## src/rtl/lfsr_seq_pkg.sv

```systemverilog
// Package: shared types for the linear feedback sequence generator.
// Assumes: nothing beyond IEEE 1800-2017.
package lfsr_seq_pkg;

    // Feedback arrangement of the register.
    typedef enum logic {
        TOPO_FIB = 1'b0,   // parity of taps shifted into bit 0
        TOPO_GAL = 1'b1    // taps xored in when the top bit leaves
    } topo_e;

    localparam int unsigned MIN_LEN = 2;

endpackage

```

## src/rtl/lfsr_seq_cfg.sv

```systemverilog
// Module: lfsr_seq_cfg
// Holds the tap word and derives the active-length mask and the one-hot
// marker of the top active bit from the requested length.
// Assumes: len_cfg is wide enough to express MAX_W; values outside
// MIN_LEN..MAX_W are clamped.
module lfsr_seq_cfg #(
    parameter int unsigned MAX_W     = 64,
    parameter logic [MAX_W-1:0] DFLT_POLY = '0,
    localparam int unsigned LEN_W    = $clog2(MAX_W + 1)
) (
    input  logic             clk,
    input  logic             rst_n,
    input  logic [LEN_W-1:0] len_cfg,
    input  logic             poly_load,
    input  logic             poly_dflt,
    input  logic [MAX_W-1:0] poly_in,
    output logic [MAX_W-1:0] poly_q,
    output logic [MAX_W-1:0] mask,
    output logic [MAX_W-1:0] top_sel
);
    import lfsr_seq_pkg::*;

    logic [LEN_W-1:0] len_eff;

    // Clamp the requested length into the supported range.
    always_comb begin
        if (len_cfg < LEN_W'(MIN_LEN))
            len_eff = LEN_W'(MIN_LEN);
        else if (len_cfg > LEN_W'(MAX_W))
            len_eff = LEN_W'(MAX_W);
        else
            len_eff = len_cfg;
    end

    // Per-bit active mask and top-bit marker.
    for (genvar i = 0; i < MAX_W; i++) begin : g_bit
        assign mask[i]    = (len_eff > LEN_W'(i));
        assign top_sel[i] = (len_eff == LEN_W'(i + 1));
    end

    // Tap word register: default on reset, replaced on load.
    always_ff @(posedge clk) begin
        if (!rst_n)
            poly_q <= DFLT_POLY;
        else if (poly_load)
            poly_q <= poly_dflt ? DFLT_POLY : poly_in;
    end

    // without a load the tap word is kept.
    p_poly_keep_r8: assert property (@(posedge clk) disable iff (!rst_n)
        !poly_load |=> $stable(poly_q));

    // exactly one top-bit marker, lying inside the mask.
    p_top_marker_r9: assert property (@(posedge clk) disable iff (!rst_n)
        ($countones(top_sel) == 1) && ((top_sel & ~mask) == '0));

endmodule

```

## src/rtl/lfsr_seq_pace.sv

```systemverilog
// Module: lfsr_seq_pace
// Decides in which cycles the register advances: every enabled cycle in
// continuous mode, or once per rising strobe edge in single-step mode.
// Assumes: step_strobe is synchronous to clk.
module lfsr_seq_pace (
    input  logic clk,
    input  logic rst_n,
    input  logic en,
    input  logic step_mode,
    input  logic step_strobe,
    output logic adv
);
    logic strb_q;
    logic strb_rise;

    // Remember the strobe level of the previous cycle.
    always_ff @(posedge clk) begin
        if (!rst_n)
            strb_q <= 1'b0;
        else
            strb_q <= step_strobe;
    end

    // Advance decision for the current cycle.
    always_comb begin
        strb_rise = step_strobe & ~strb_q;
        adv       = en & (step_mode ? strb_rise : 1'b1);
    end

    // in single-step mode two advances are never back to back.
    p_single_step_r6: assert property (@(posedge clk) disable iff (!rst_n)
        (adv && step_mode) |=> !(adv && step_mode));

    // no advance while disabled.
    p_no_adv_off_r5: assert property (@(posedge clk) disable iff (!rst_n)
        !en |-> !adv);

endmodule

```

## src/rtl/lfsr_seq_core.sv

```systemverilog
// Module: lfsr_seq_core
// The shift register itself: seed loading with zero replacement, the two
// feedback forms, masking to the active length and the serial output.
// Assumes: mask is contiguous from bit 0 and top_sel marks its top bit.
module lfsr_seq_core #(
    parameter int unsigned MAX_W     = 64,
    parameter logic [MAX_W-1:0] DFLT_SEED = '0
) (
    input  logic                clk,
    input  logic                rst_n,
    input  logic                adv,
    input  lfsr_seq_pkg::topo_e topo,
    input  logic                seed_load,
    input  logic                seed_dflt,
    input  logic [MAX_W-1:0]    seed_in,
    input  logic [MAX_W-1:0]    poly,
    input  logic [MAX_W-1:0]    mask,
    input  logic [MAX_W-1:0]    top_sel,
    output logic [MAX_W-1:0]    state_q,
    output logic                bit_q
);
    import lfsr_seq_pkg::*;

    localparam logic [MAX_W-1:0] ONE = MAX_W'(1);

    logic [MAX_W-1:0] seed_src;
    logic [MAX_W-1:0] seed_msk;
    logic [MAX_W-1:0] seed_fix;
    logic [MAX_W-1:0] step_nxt;
    logic             msb;
    logic             fb;

    // Seed selection, masking and lock-up avoidance.
    always_comb begin
        seed_src = (!rst_n || seed_dflt) ? DFLT_SEED : seed_in;
        seed_msk = seed_src & mask;
        seed_fix = (seed_msk == '0) ? ONE : seed_msk;
    end

    // Next state for one advance under the selected feedback form.
    always_comb begin
        msb = |(state_q & top_sel);
        fb  = ^(state_q & poly & mask);
        if (topo == TOPO_GAL)
            step_nxt = ((state_q << 1) ^ ({MAX_W{msb}} & poly)) & mask;
        else
            step_nxt = ((state_q << 1) | {{(MAX_W-1){1'b0}}, fb}) & mask;
    end

    // Register update: reset, load, advance or hold (always masked).
    always_ff @(posedge clk) begin
        if (!rst_n) begin
            state_q <= seed_fix;
            bit_q   <= 1'b0;
        end else if (seed_load) begin
            state_q <= seed_fix;
        end else if (adv) begin
            state_q <= step_nxt;
            bit_q   <= msb;
        end else begin
            state_q <= state_q & mask;
        end
    end

    // no bit above the length that was active in the previous cycle.
    p_upper_zero_r9: assert property (@(posedge clk) disable iff (!rst_n)
        (state_q & ~$past(mask)) == '0);

    // a loaded register is never all zero.
    p_seed_nonzero_r7: assert property (@(posedge clk) disable iff (!rst_n)
        seed_load |=> (state_q != '0));

    // with no advance, no load and an unchanged length, the state holds.
    p_hold_r5: assert property (@(posedge clk) disable iff (!rst_n)
        (!adv && !seed_load && (mask == $past(mask))) |=> $stable(state_q) && $stable(bit_q));

    // the serial bit is the top active bit before the advance.
    p_serial_bit_r10: assert property (@(posedge clk) disable iff (!rst_n)
        (adv && !seed_load) |=> (bit_q == $past(msb)));

endmodule

```

## src/rtl/lfsr_seq.sv

```systemverilog
// Module: lfsr_seq (top)
// Programmable-length linear feedback sequence generator with run-time
// tap word, seed, feedback form and continuous or single-step pacing.
// Assumes: all inputs synchronous to clk; reset is synchronous, active low.
module lfsr_seq #(
    parameter int unsigned MAX_W = 64,
    parameter logic [MAX_W-1:0] DFLT_POLY = MAX_W'(64'hD800_0000_0000_0000),
    parameter logic [MAX_W-1:0] DFLT_SEED = MAX_W'(1),
    localparam int unsigned LEN_W = $clog2(MAX_W + 1)
) (
    input  logic             clk,
    input  logic             rst_n,
    input  logic             en,
    input  logic             step_mode,
    input  logic             step_strobe,
    input  logic             galois_sel,
    input  logic [LEN_W-1:0] len_cfg,
    input  logic             poly_load,
    input  logic             poly_dflt,
    input  logic [MAX_W-1:0] poly_in,
    input  logic             seed_load,
    input  logic             seed_dflt,
    input  logic [MAX_W-1:0] seed_in,
    output logic [MAX_W-1:0] state_out,
    output logic             bit_out
);
    import lfsr_seq_pkg::*;

    logic [MAX_W-1:0] poly_q;
    logic [MAX_W-1:0] mask;
    logic [MAX_W-1:0] top_sel;
    logic             adv;
    topo_e            topo;

    assign topo = topo_e'(galois_sel);

    lfsr_seq_cfg #(
        .MAX_W     (MAX_W),
        .DFLT_POLY (DFLT_POLY)
    ) u_cfg (
        .clk       (clk),
        .rst_n     (rst_n),
        .len_cfg   (len_cfg),
        .poly_load (poly_load),
        .poly_dflt (poly_dflt),
        .poly_in   (poly_in),
        .poly_q    (poly_q),
        .mask      (mask),
        .top_sel   (top_sel)
    );

    lfsr_seq_pace u_pace (
        .clk         (clk),
        .rst_n       (rst_n),
        .en          (en),
        .step_mode   (step_mode),
        .step_strobe (step_strobe),
        .adv         (adv)
    );

    lfsr_seq_core #(
        .MAX_W     (MAX_W),
        .DFLT_SEED (DFLT_SEED)
    ) u_core (
        .clk       (clk),
        .rst_n     (rst_n),
        .adv       (adv),
        .topo      (topo),
        .seed_load (seed_load),
        .seed_dflt (seed_dflt),
        .seed_in   (seed_in),
        .poly      (poly_q),
        .mask      (mask),
        .top_sel   (top_sel),
        .state_q   (state_out),
        .bit_q     (bit_out)
    );

endmodule

```

## config.mk

```make
export PLATFORM = sky130hd
export DESIGN_NAME = lfsr_seq
export DESIGN_NICKNAME = d
export VERILOG_FILES = /design/src/rtl/lfsr_seq_pkg.sv /design/src/rtl/lfsr_seq_cfg.sv /design/src/rtl/lfsr_seq_pace.sv /design/src/rtl/lfsr_seq_core.sv /design/src/rtl/lfsr_seq.sv
export SDC_FILE = /design/constraint.sdc
export NUM_CORES = 1
export LEC_CHECK = 0
export BUFFER_PORTS_ARGS = -buffer_cell sky130_fd_sc_hd__buf_2
export CAP_MARGIN = 30
export CORE_MARGIN = 4
export CORE_UTILIZATION = 40
export DETAILED_ROUTE_END_ITERATION = 7
export PLACE_DENSITY = 0.59
export SLEW_MARGIN = 0
export SYNTH_ARGS = -nofsm -noshare
export SYNTH_HDL_FRONTEND = slang
export SYNTH_SLANG_ARGS = --single-unit
```

## constraint.sdc

```tcl
create_clock -name clk -period 8.8 [get_ports clk]
set_input_delay 2.64 -clock clk [delete_from_list [all_inputs] [get_ports clk]]
set_output_delay 2.64 -clock clk [all_outputs]
set_load 0.02 [all_outputs]
```

==> results.txt, run 1 <==
----------------------------------------------------
[GRT]
  Maximum number of pins on one net before global-route repair ... 76
  Global-route wire length before repair ... 65500 um
  Vias in the first global route ... 9781
  Overflow after GRT ... 0
  Antenna violations before repair ... 0
  Overall Global Routing Usage ... 0.325

[STA]
  Max_slew headroom ... 0.389
  Achievable Freq ... 152 MHz
  Period utilisation layout ... 0.750
  Pins over their slew limit ... 0
  Least setup slack across all paths after layout ... 2.20 ns
  Setup repair after global routing missed its margin ... false
  Worst hold slack ... 0.560 ns
  Final worst path period need ... 6.60 ns
  Setup violations, final ... 0
  Final clock skew ... 0.0102 ns
  Setup TNS after final layout ... 0 ns
  Slew of the pin with the lowest slew margin ... 0.893 ns
  Final count of hold timing violations ... 0

[Pwr]
  Standby leakage power ... 4.89 nW
  Pwr per Cell Area ... 155 nW/um^2
  Worst vdd rail ir drop ... 0.0909 mV
  Post-route total power ... 1.78 mW

[Clock network]
  CTS root buf ... sky130_fd_sc_hd__clkbuf_16
  Clock-pin slew on the worst setup and hold paths ... 0.07 ns
  # hold bufs at CTS ... 0
  Num CTS Buffers ... 17
  CTS H-Tree Depth ... 4
  CTS Sinks ... 130
  Skew-Pair Late Insertion Delay ... 0.43 ns
  Number of gates resized after CTS ... 0
  Buffers from clock root to sink, at most ... 2
  Clock tree from TritonCTS ... built
  Setup repair bufs after CTS ... 0

[Detailed routing]
  Count of unresolved DRC violations after routing ... 0
  Vias after detailed routing ... 10900
  Detailed-router iteration count before antenna repair ... 5
  Routed len/inst ... 25.7 um
  Antenna-violating nets left ... 0
  Starting DRC count in detailed routing ... 1392
  Total routed wirelength ... 45600 um
  Number of vias per cell ... 6.14

[Yosys]
  Average size of a mapped cell ... 7.60 um^2
  Post-synth top area cell ... sky130_fd_sc_hd__dfxtp_1
  Number of synthesized register bits ... 130
  Gate Count Post-Synth ... 1296
  Mapped Nets ... 1441
  Async S/R FF share, synth ... 0
  Post-synth cell types ... 89
  Most area-consuming cells after synthesis ... sky130_fd_sc_hd__dfxtp_1, sky130_fd_sc_hd__nor2b_1, sky130_fd_sc_hd__a21oi_1, sky130_fd_sc_hd__a21o_1, sky130_fd_sc_hd__nand3_1
  Number of synthesized flops with an enable pin ... 0
  Prevailing post-synth register cell ... sky130_fd_sc_hd__dfxtp_1
  Synth Cell Area ... 9850 um^2
  Fraction of synthesized cell area taken by the top area cell type ... 0.264
  Fraction of the yosys area taken by sequential cells ... 0.264
  Warning count from the yosys run ... 0

[Critical path]
  Category of the worst setup path capture point ... register
  Startpoint kind of the worst setup timing path ... input pin
  Critical Path RT ... 9.09 ns
  Worst Path Class, Setup ... input pin to register
  Largest fanout of any net on the critical path ... 32
  Critical Path AT ... 6.89 ns

[Place]
  Worst slack at placement ... 2.14 ns
  Placed wire-length estimate ... 34100 um
  Global placer's final weighted congestion ... 1.07
  Number of I/O port buffers ... 209

[Die]
  Die footprint ... 27200 um^2
  Core Footprint ... 24200 um^2
  Width of the die ... 165 um
  Core Rows ... 57
  Die Span Y ... 165 um
  Top Ports ... 210
  Starting density of the core ... 0.406

[Finish]
  Layout area overhead ... 16.1%
  Final net count ... 1583
  Share of cells above drive strength 1 ... 0.200
  Diodes inserted ... 0

[Hold path]
  HP Class ... register to register

[Flow run]
  Max-cap violation count ... 0

[Status]
  Outcome ... completed

----------------------------------------------------
==> worst max-delay path: stages <==
cell and delay [ns]:
sky130_fd_sc_hd__buf_2 0.30, sky130_fd_sc_hd__buf_4 0.32, sky130_fd_sc_hd__or3_1 0.44, sky130_fd_sc_hd__a21o_1 0.31, sky130_fd_sc_hd__a22oi_1 0.22, sky130_fd_sc_hd__nand2_1 0.17
sky130_fd_sc_hd__a2111oi_0 0.80, sky130_fd_sc_hd__and4_1 0.31, sky130_fd_sc_hd__nand4_1 0.24, sky130_fd_sc_hd__and2_2 0.58, sky130_fd_sc_hd__a2bb2oi_1 0.41, sky130_fd_sc_hd__nor2_1 0.12
==> cells in the final DEF, fill, tap and decap left out, types with 6 or more instances in the layout <==
cell type                    instances
sky130_fd_sc_hd__or3_1              13
sky130_fd_sc_hd__nor2_1             61
sky130_fd_sc_hd__a2bb2oi_1          36
sky130_fd_sc_hd__buf_4              15
sky130_fd_sc_hd__a21boi_1           11
sky130_fd_sc_hd__nand4_1            10
sky130_fd_sc_hd__o21ai_1            14
sky130_fd_sc_hd__xnor3_1             8
sky130_fd_sc_hd__nor3_1             13
sky130_fd_sc_hd__nand2_1            86
sky130_fd_sc_hd__and2_1             24
sky130_fd_sc_hd__xor2_1              8
sky130_fd_sc_hd__inv_1              12
sky130_fd_sc_hd__buf_2             209
sky130_fd_sc_hd__nand3_1           103
sky130_fd_sc_hd__nand2b_1            8
sky130_fd_sc_hd__clkinvlp_4          7
sky130_fd_sc_hd__a22oi_1             8
sky130_fd_sc_hd__clkbuf_16          17
sky130_fd_sc_hd__o2111ai_1           6
sky130_fd_sc_hd__a21oi_1           160
sky130_fd_sc_hd__and3_1             13
sky130_fd_sc_hd__o211ai_1            8
sky130_fd_sc_hd__xnor2_1            39
sky130_fd_sc_hd__nand3b_1            6
sky130_fd_sc_hd__nor2b_1           133
sky130_fd_sc_hd__dfxtp_1           130
sky130_fd_sc_hd__a21o_1             71
sky130_fd_sc_hd__o21ai_0            96
==> per-stage QoR <==
step,cells,util,cell area [um^2]
floorplan,1296,-,9850
global placement,1743,0.447,10800
detailed placement,1743,0.447,10800
CTS,1773,0.471,11400
global route,1773,0.471,11400
finish,1773,0.471,11400
==> synthesized netlist by cell type (10+ instances only) <==
library cell                count
sky130_fd_sc_hd__a21oi_1      160
sky130_fd_sc_hd__nor2b_1      135
sky130_fd_sc_hd__dfxtp_1      130
sky130_fd_sc_hd__nand3_1      103
sky130_fd_sc_hd__o21ai_0       96
sky130_fd_sc_hd__nand2_1       87
sky130_fd_sc_hd__a21o_1        71
sky130_fd_sc_hd__nor2_1        61
sky130_fd_sc_hd__clkbuf_1      47
sky130_fd_sc_hd__xnor2_1       39
sky130_fd_sc_hd__a2bb2oi_1     36
sky130_fd_sc_hd__and2_1        26
sky130_fd_sc_hd__buf_6         22
sky130_fd_sc_hd__buf_2         21
sky130_fd_sc_hd__o21ai_1       14
sky130_fd_sc_hd__and3_1        13
sky130_fd_sc_hd__nor3_1        13
sky130_fd_sc_hd__or3_1         13
sky130_fd_sc_hd__inv_1         12
sky130_fd_sc_hd__a21boi_1      11
sky130_fd_sc_hd__nand4_1       10
==> where the power goes <==
part	total [mW]	switching (mW)	internal, mW
Clock	0.753	0.302	0.451
Sequential	0.667	0.0505	0.617
Combinational	0.356	0.222	0.135
Total	1.78	0.574	1.20
==> registers in the layout (all words and copies together) (netlist names) <==
| name | cells |
|---|---|
| u_cfg.poly_q | 64 |
| u_pace.strb_q | 1 |
| u_core.bit_q | 1 |
| u_core.state_q | 64 |
==> final timing paths <==
path	from	endpoint	slack (ns)	cells after the start
max	len_cfg[2]	u_core.state_q[2]	2.20	12
min	u_cfg.poly_q[0]	u_core.state_q[0]	0.56	2
max reg2reg	u_core.state_q[44]	u_core.state_q[2]	5.41	11
min reg2reg	u_cfg.poly_q[0]	u_core.state_q[0]	0.56	2
==> final cells by class <==
class | instances | area [um^2]
Clock buffer | 18 | 439
Clock inverter | 12 | 160
Fill cell | 2536 | 12800
Inverter | 13 | 48.8
Multi-Input combinational cell | 1051 | 6590
Sequential cell | 130 | 2600
Tap cell | 324 | 405
Timing Repair Buffer | 225 | 1180
==> cell families after synthesis <==
group,Yosys count,synth area share
flops,130,0.264
mux,9,0.0122
xor+xnor,55,0.0601
simple gates,517,0.292
compound gates,470,0.303
buf+inv,115,0.0675
==> metal layers <==
metal,GRT usage,part of all wire,vias up,wire length (um)
li1,-,-,4959,-
met1,0.468,0.43,5239,19500
met2,0.498,0.45,628,20400
met3,0.0654,0.10,69,4550
met4,0.0764,0.023,0,1050
met5,0,0,-,0
No activity file was read; power rests on OpenSTA's default activity.
==> run 2: changes to the inputs <==
Clock period 8.8 ns to 6.3 ns, I/O delays scaled along.
==> run 2 against run 1 <==
  * Register-to-register slack worse by 2.2 ns
  * Non-clock buffer count is 13 higher
  * Via count rose by 1.5%
  * Combinational power rose by 43%
  * Critical path type unchanged
  * Critical endpoint is now u_core.state_q[0]
  * Sequential cell count is the same
  * Total power up 43%
  * Sequential share of layout area down 0.27 points
  * Core utilization is 0.57 points higher
  * Die area unchanged
  * Design area is 1.2% higher
  * Clock power rose by 45%
  * Cell count up 0.85%
==> results.txt, run 2 (synthesized netlist as in run 1, its figures left out) <==
----------------------------------------------------
[STA]
  Pins over their slew limit ... 0 (unchanged)
  Final clock skew ... 0.0134 ns (was 0.0102 ns)
  Setup repair after global routing missed its margin ... false (unchanged)
  Period utilisation layout ... 0.834
  Final count of hold timing violations ... 0 (unchanged)
  Least setup slack across all paths after layout ... 1.05 ns (was 2.20 ns)
  Worst hold slack ... 0.589 ns (was 0.560 ns)
  Setup TNS after final layout ... 0 ns (unchanged)
  Final worst path period need ... 5.25 ns
  Setup violations, final ... 0 (unchanged)
  Max_slew headroom ... 0.336 (was 0.389)
  Achievable Freq ... 190 MHz
  Slew of the pin with the lowest slew margin ... 0.993 ns (was 0.893 ns)

[GRT]
  Antenna violations before repair ... 2 (was 0)
  Overflow after GRT ... 0 (unchanged)
  Global-route wire length before repair ... 68300 um (was 65500 um)
  Maximum number of pins on one net before global-route repair ... 76 (unchanged)
  Overall Global Routing Usage ... 0.339 (was 0.325)
  Vias in the first global route ... 10200 (was 9781)

[Detailed routing]
  Vias after detailed routing ... 11100 (was 10900)
  Number of vias per cell ... 6.19 (was 6.14)
  Detailed-router iteration count before antenna repair ... 8 (was 5)
  Starting DRC count in detailed routing ... 1176 (was 1392)
  Antenna-violating nets left ... 0 (unchanged)
  Routed len/inst ... 26.5 um (was 25.7 um)
  Total routed wirelength ... 47400 um (was 45600 um)
  Count of unresolved DRC violations after routing ... 0 (unchanged)

[Pwr]
  Standby leakage power ... 4.98 nW (was 4.89 nW)
  Worst vdd rail ir drop ... 0.133 mV (was 0.0909 mV)
  Post-route total power ... 2.53 mW (was 1.78 mW)
  Pwr per Cell Area ... 219 nW/um^2 (was 155 nW/um^2)

[Critical path]
  CP dominant cell by count ... sky130_fd_sc_hd__xnor3_1
  Critical Path AT ... 5.53 ns (was 6.89 ns)
  Critical path buffer and inverter count ... 2 (unchanged)
  Critical-path cell list ... buf_2, buf_4, nand3_2, o21a_1, nor3_1, xnor2_1, xnor3_1, xnor3_1, xnor3_1, xnor3_1, nand2_1, a41oi_2 (was buf_2, buf_4, or3_1, a21o_1, a22oi_1, nand2_1, a2111oi_0, and4_1, nand4_1, and2_2, a2bb2oi_1, nor2_1)
  Startpoint kind of the worst setup timing path ... input pin (unchanged)
  Largest fanout of any net on the critical path ... 29 (was 32)
  Worst Path Class, Setup ... input pin to register (unchanged)
  Slowest Stage Delay on Critical Path ... 0.50 ns (was 0.80 ns)
  Library cell contributing the largest single delay on the critical path ... sky130_fd_sc_hd__nor3_1 (was sky130_fd_sc_hd__a2111oi_0)
  Crit path max-delay family ... XOR/XNOR gates (was simple AND/OR/NAND/NOR gates)
  Critical Path RT ... 6.57 ns (was 9.09 ns)
  Category of the worst setup path capture point ... register (unchanged)

[Die]
  Die footprint ... 27200 um^2 (unchanged)
  Core Footprint ... 24200 um^2 (unchanged)
  Starting density of the core ... 0.406 (unchanged)
  Width of the die ... 165 um (unchanged)
  Top Ports ... 210 (unchanged)
  Core Rows ... 57 (unchanged)
  Die Span Y ... 165 um (unchanged)

[Finish]
  Layout area overhead ... 17.5% (was 16.1%)
  Registers with the highest flip-flop counts ... u_cfg.poly_q x64, u_core.state_q x64 (unchanged)
  Final Cell Area ... 11600 um^2 (was 11400 um^2)
  Most used cells in the layout excluding fill and tap cells ... sky130_fd_sc_hd__buf_2, sky130_fd_sc_hd__a21oi_1, sky130_fd_sc_hd__nor2b_1, sky130_fd_sc_hd__dfxtp_1, sky130_fd_sc_hd__nand3_1 (unchanged)
  Diodes inserted ... 0 (unchanged)
  Share of cells above drive strength 1 ... 0.206 (was 0.200)
  Final net count ... 1596 (was 1583)
  Most frequent standard cell in the layout excluding fill and tap cells ... sky130_fd_sc_hd__buf_2 (unchanged)

[Clock network]
  Clock tree from TritonCTS ... built (unchanged)
  # hold bufs at CTS ... 0 (unchanged)
  CTS H-Tree Depth ... 4 (unchanged)
  Num CTS Buffers ... 17 (unchanged)
  Skew-Pair Late Insertion Delay ... 0.44 ns (was 0.43 ns)
  CTS Sinks ... 130 (unchanged)
  Clock-pin slew on the worst setup and hold paths ... 0.07 ns (about the same)
  Setup repair bufs after CTS ... 0 (unchanged)
  CTS root buf ... sky130_fd_sc_hd__clkbuf_16 (unchanged)
  Buffers from clock root to sink, at most ... 2 (unchanged)
  Number of gates resized after CTS ... 0 (unchanged)

[Place]
  Number of I/O port buffers ... 209 (unchanged)
  Placed wire-length estimate ... 36300 um (was 34100 um)
  Global placer's final weighted congestion ... 1.09 (was 1.07)
  Post-Place Cell Area ... 11000 um^2 (was 10800 um^2)
  Worst slack at placement ... 0.747 ns (was 2.14 ns)

[Hold path]
  HP Class ... register to register (unchanged)

[Flow run]
  Max-cap violation count ... 0 (unchanged)

[Status]
  Outcome ... completed (unchanged)

----------------------------------------------------
## run 2: cell types whose count changed in the layout (fill, tap and decap cells not counted), moves of 2 or more
cell	change
sky130_fd_sc_hd__clkbuf_1	+2
sky130_fd_sc_hd__inv_6	+3
sky130_fd_sc_hd__clkinvlp_4	-5
sky130_fd_sc_hd__buf_4	+11
sky130_fd_sc_hd__clkinv_4	+3
## run 2: final timing paths
check	to	slack (ns)	cells after the start	start
worst max-delay path	u_core.state_q[0]	1.05	12	len_cfg[4]
worst min-delay path	u_cfg.poly_q[59]	0.59	2	u_cfg.poly_q[59]
worst max register to register	u_core.state_q[57]	3.18	11	u_core.state_q[44]
worst min register to register	u_cfg.poly_q[59]	0.59	2	u_cfg.poly_q[59]
## run 2: stage by stage
stage | utilization | std cells
finish | 0.477 | 1788
floorplan | - | 1296
CTS | 0.477 | 1788
global route | 0.477 | 1788
global placement | 0.451 | 1755
detailed placement | 0.452 | 1756
## run 2: layer usage
layer  routed length, um  vias up  track usage
met1               20600     5345        0.472
met2               20900      628        0.519
met3                4690       88       0.0923
li1                    -     4997            -
met5                  24        -            0
met4                1250        4       0.0911
## run 2: cell type report
| cell class | instances | area, um^2 |
|---|---|---|
| multi-input combinational | 1051 | 6590 |
| inverter | 13 | 48.8 |
| sequential | 130 | 2600 |
| clock buffer | 19 | 433 |
| timing repair buffer | 238 | 1310 |
| clock inverter | 13 | 175 |
| fill | 2532 | 12700 |
| tap | 324 | 405 |
## run 2: power by group
group	total [mW]	leakage (nW)	internal [mW]	switching, mW
logic	0.510	3.63	0.195	0.315
registers	0.932	1.06	0.861	0.0715
clock network	1.09	0.289	0.631	0.459
## run 2: tightest hold or removal path, cell delays in order, from the launching register on
cell and delay, ns:
sky130_fd_sc_hd__dfxtp_1 0.40, sky130_fd_sc_hd__o22ai_1 0.10, sky130_fd_sc_hd__nand2_1 0.06
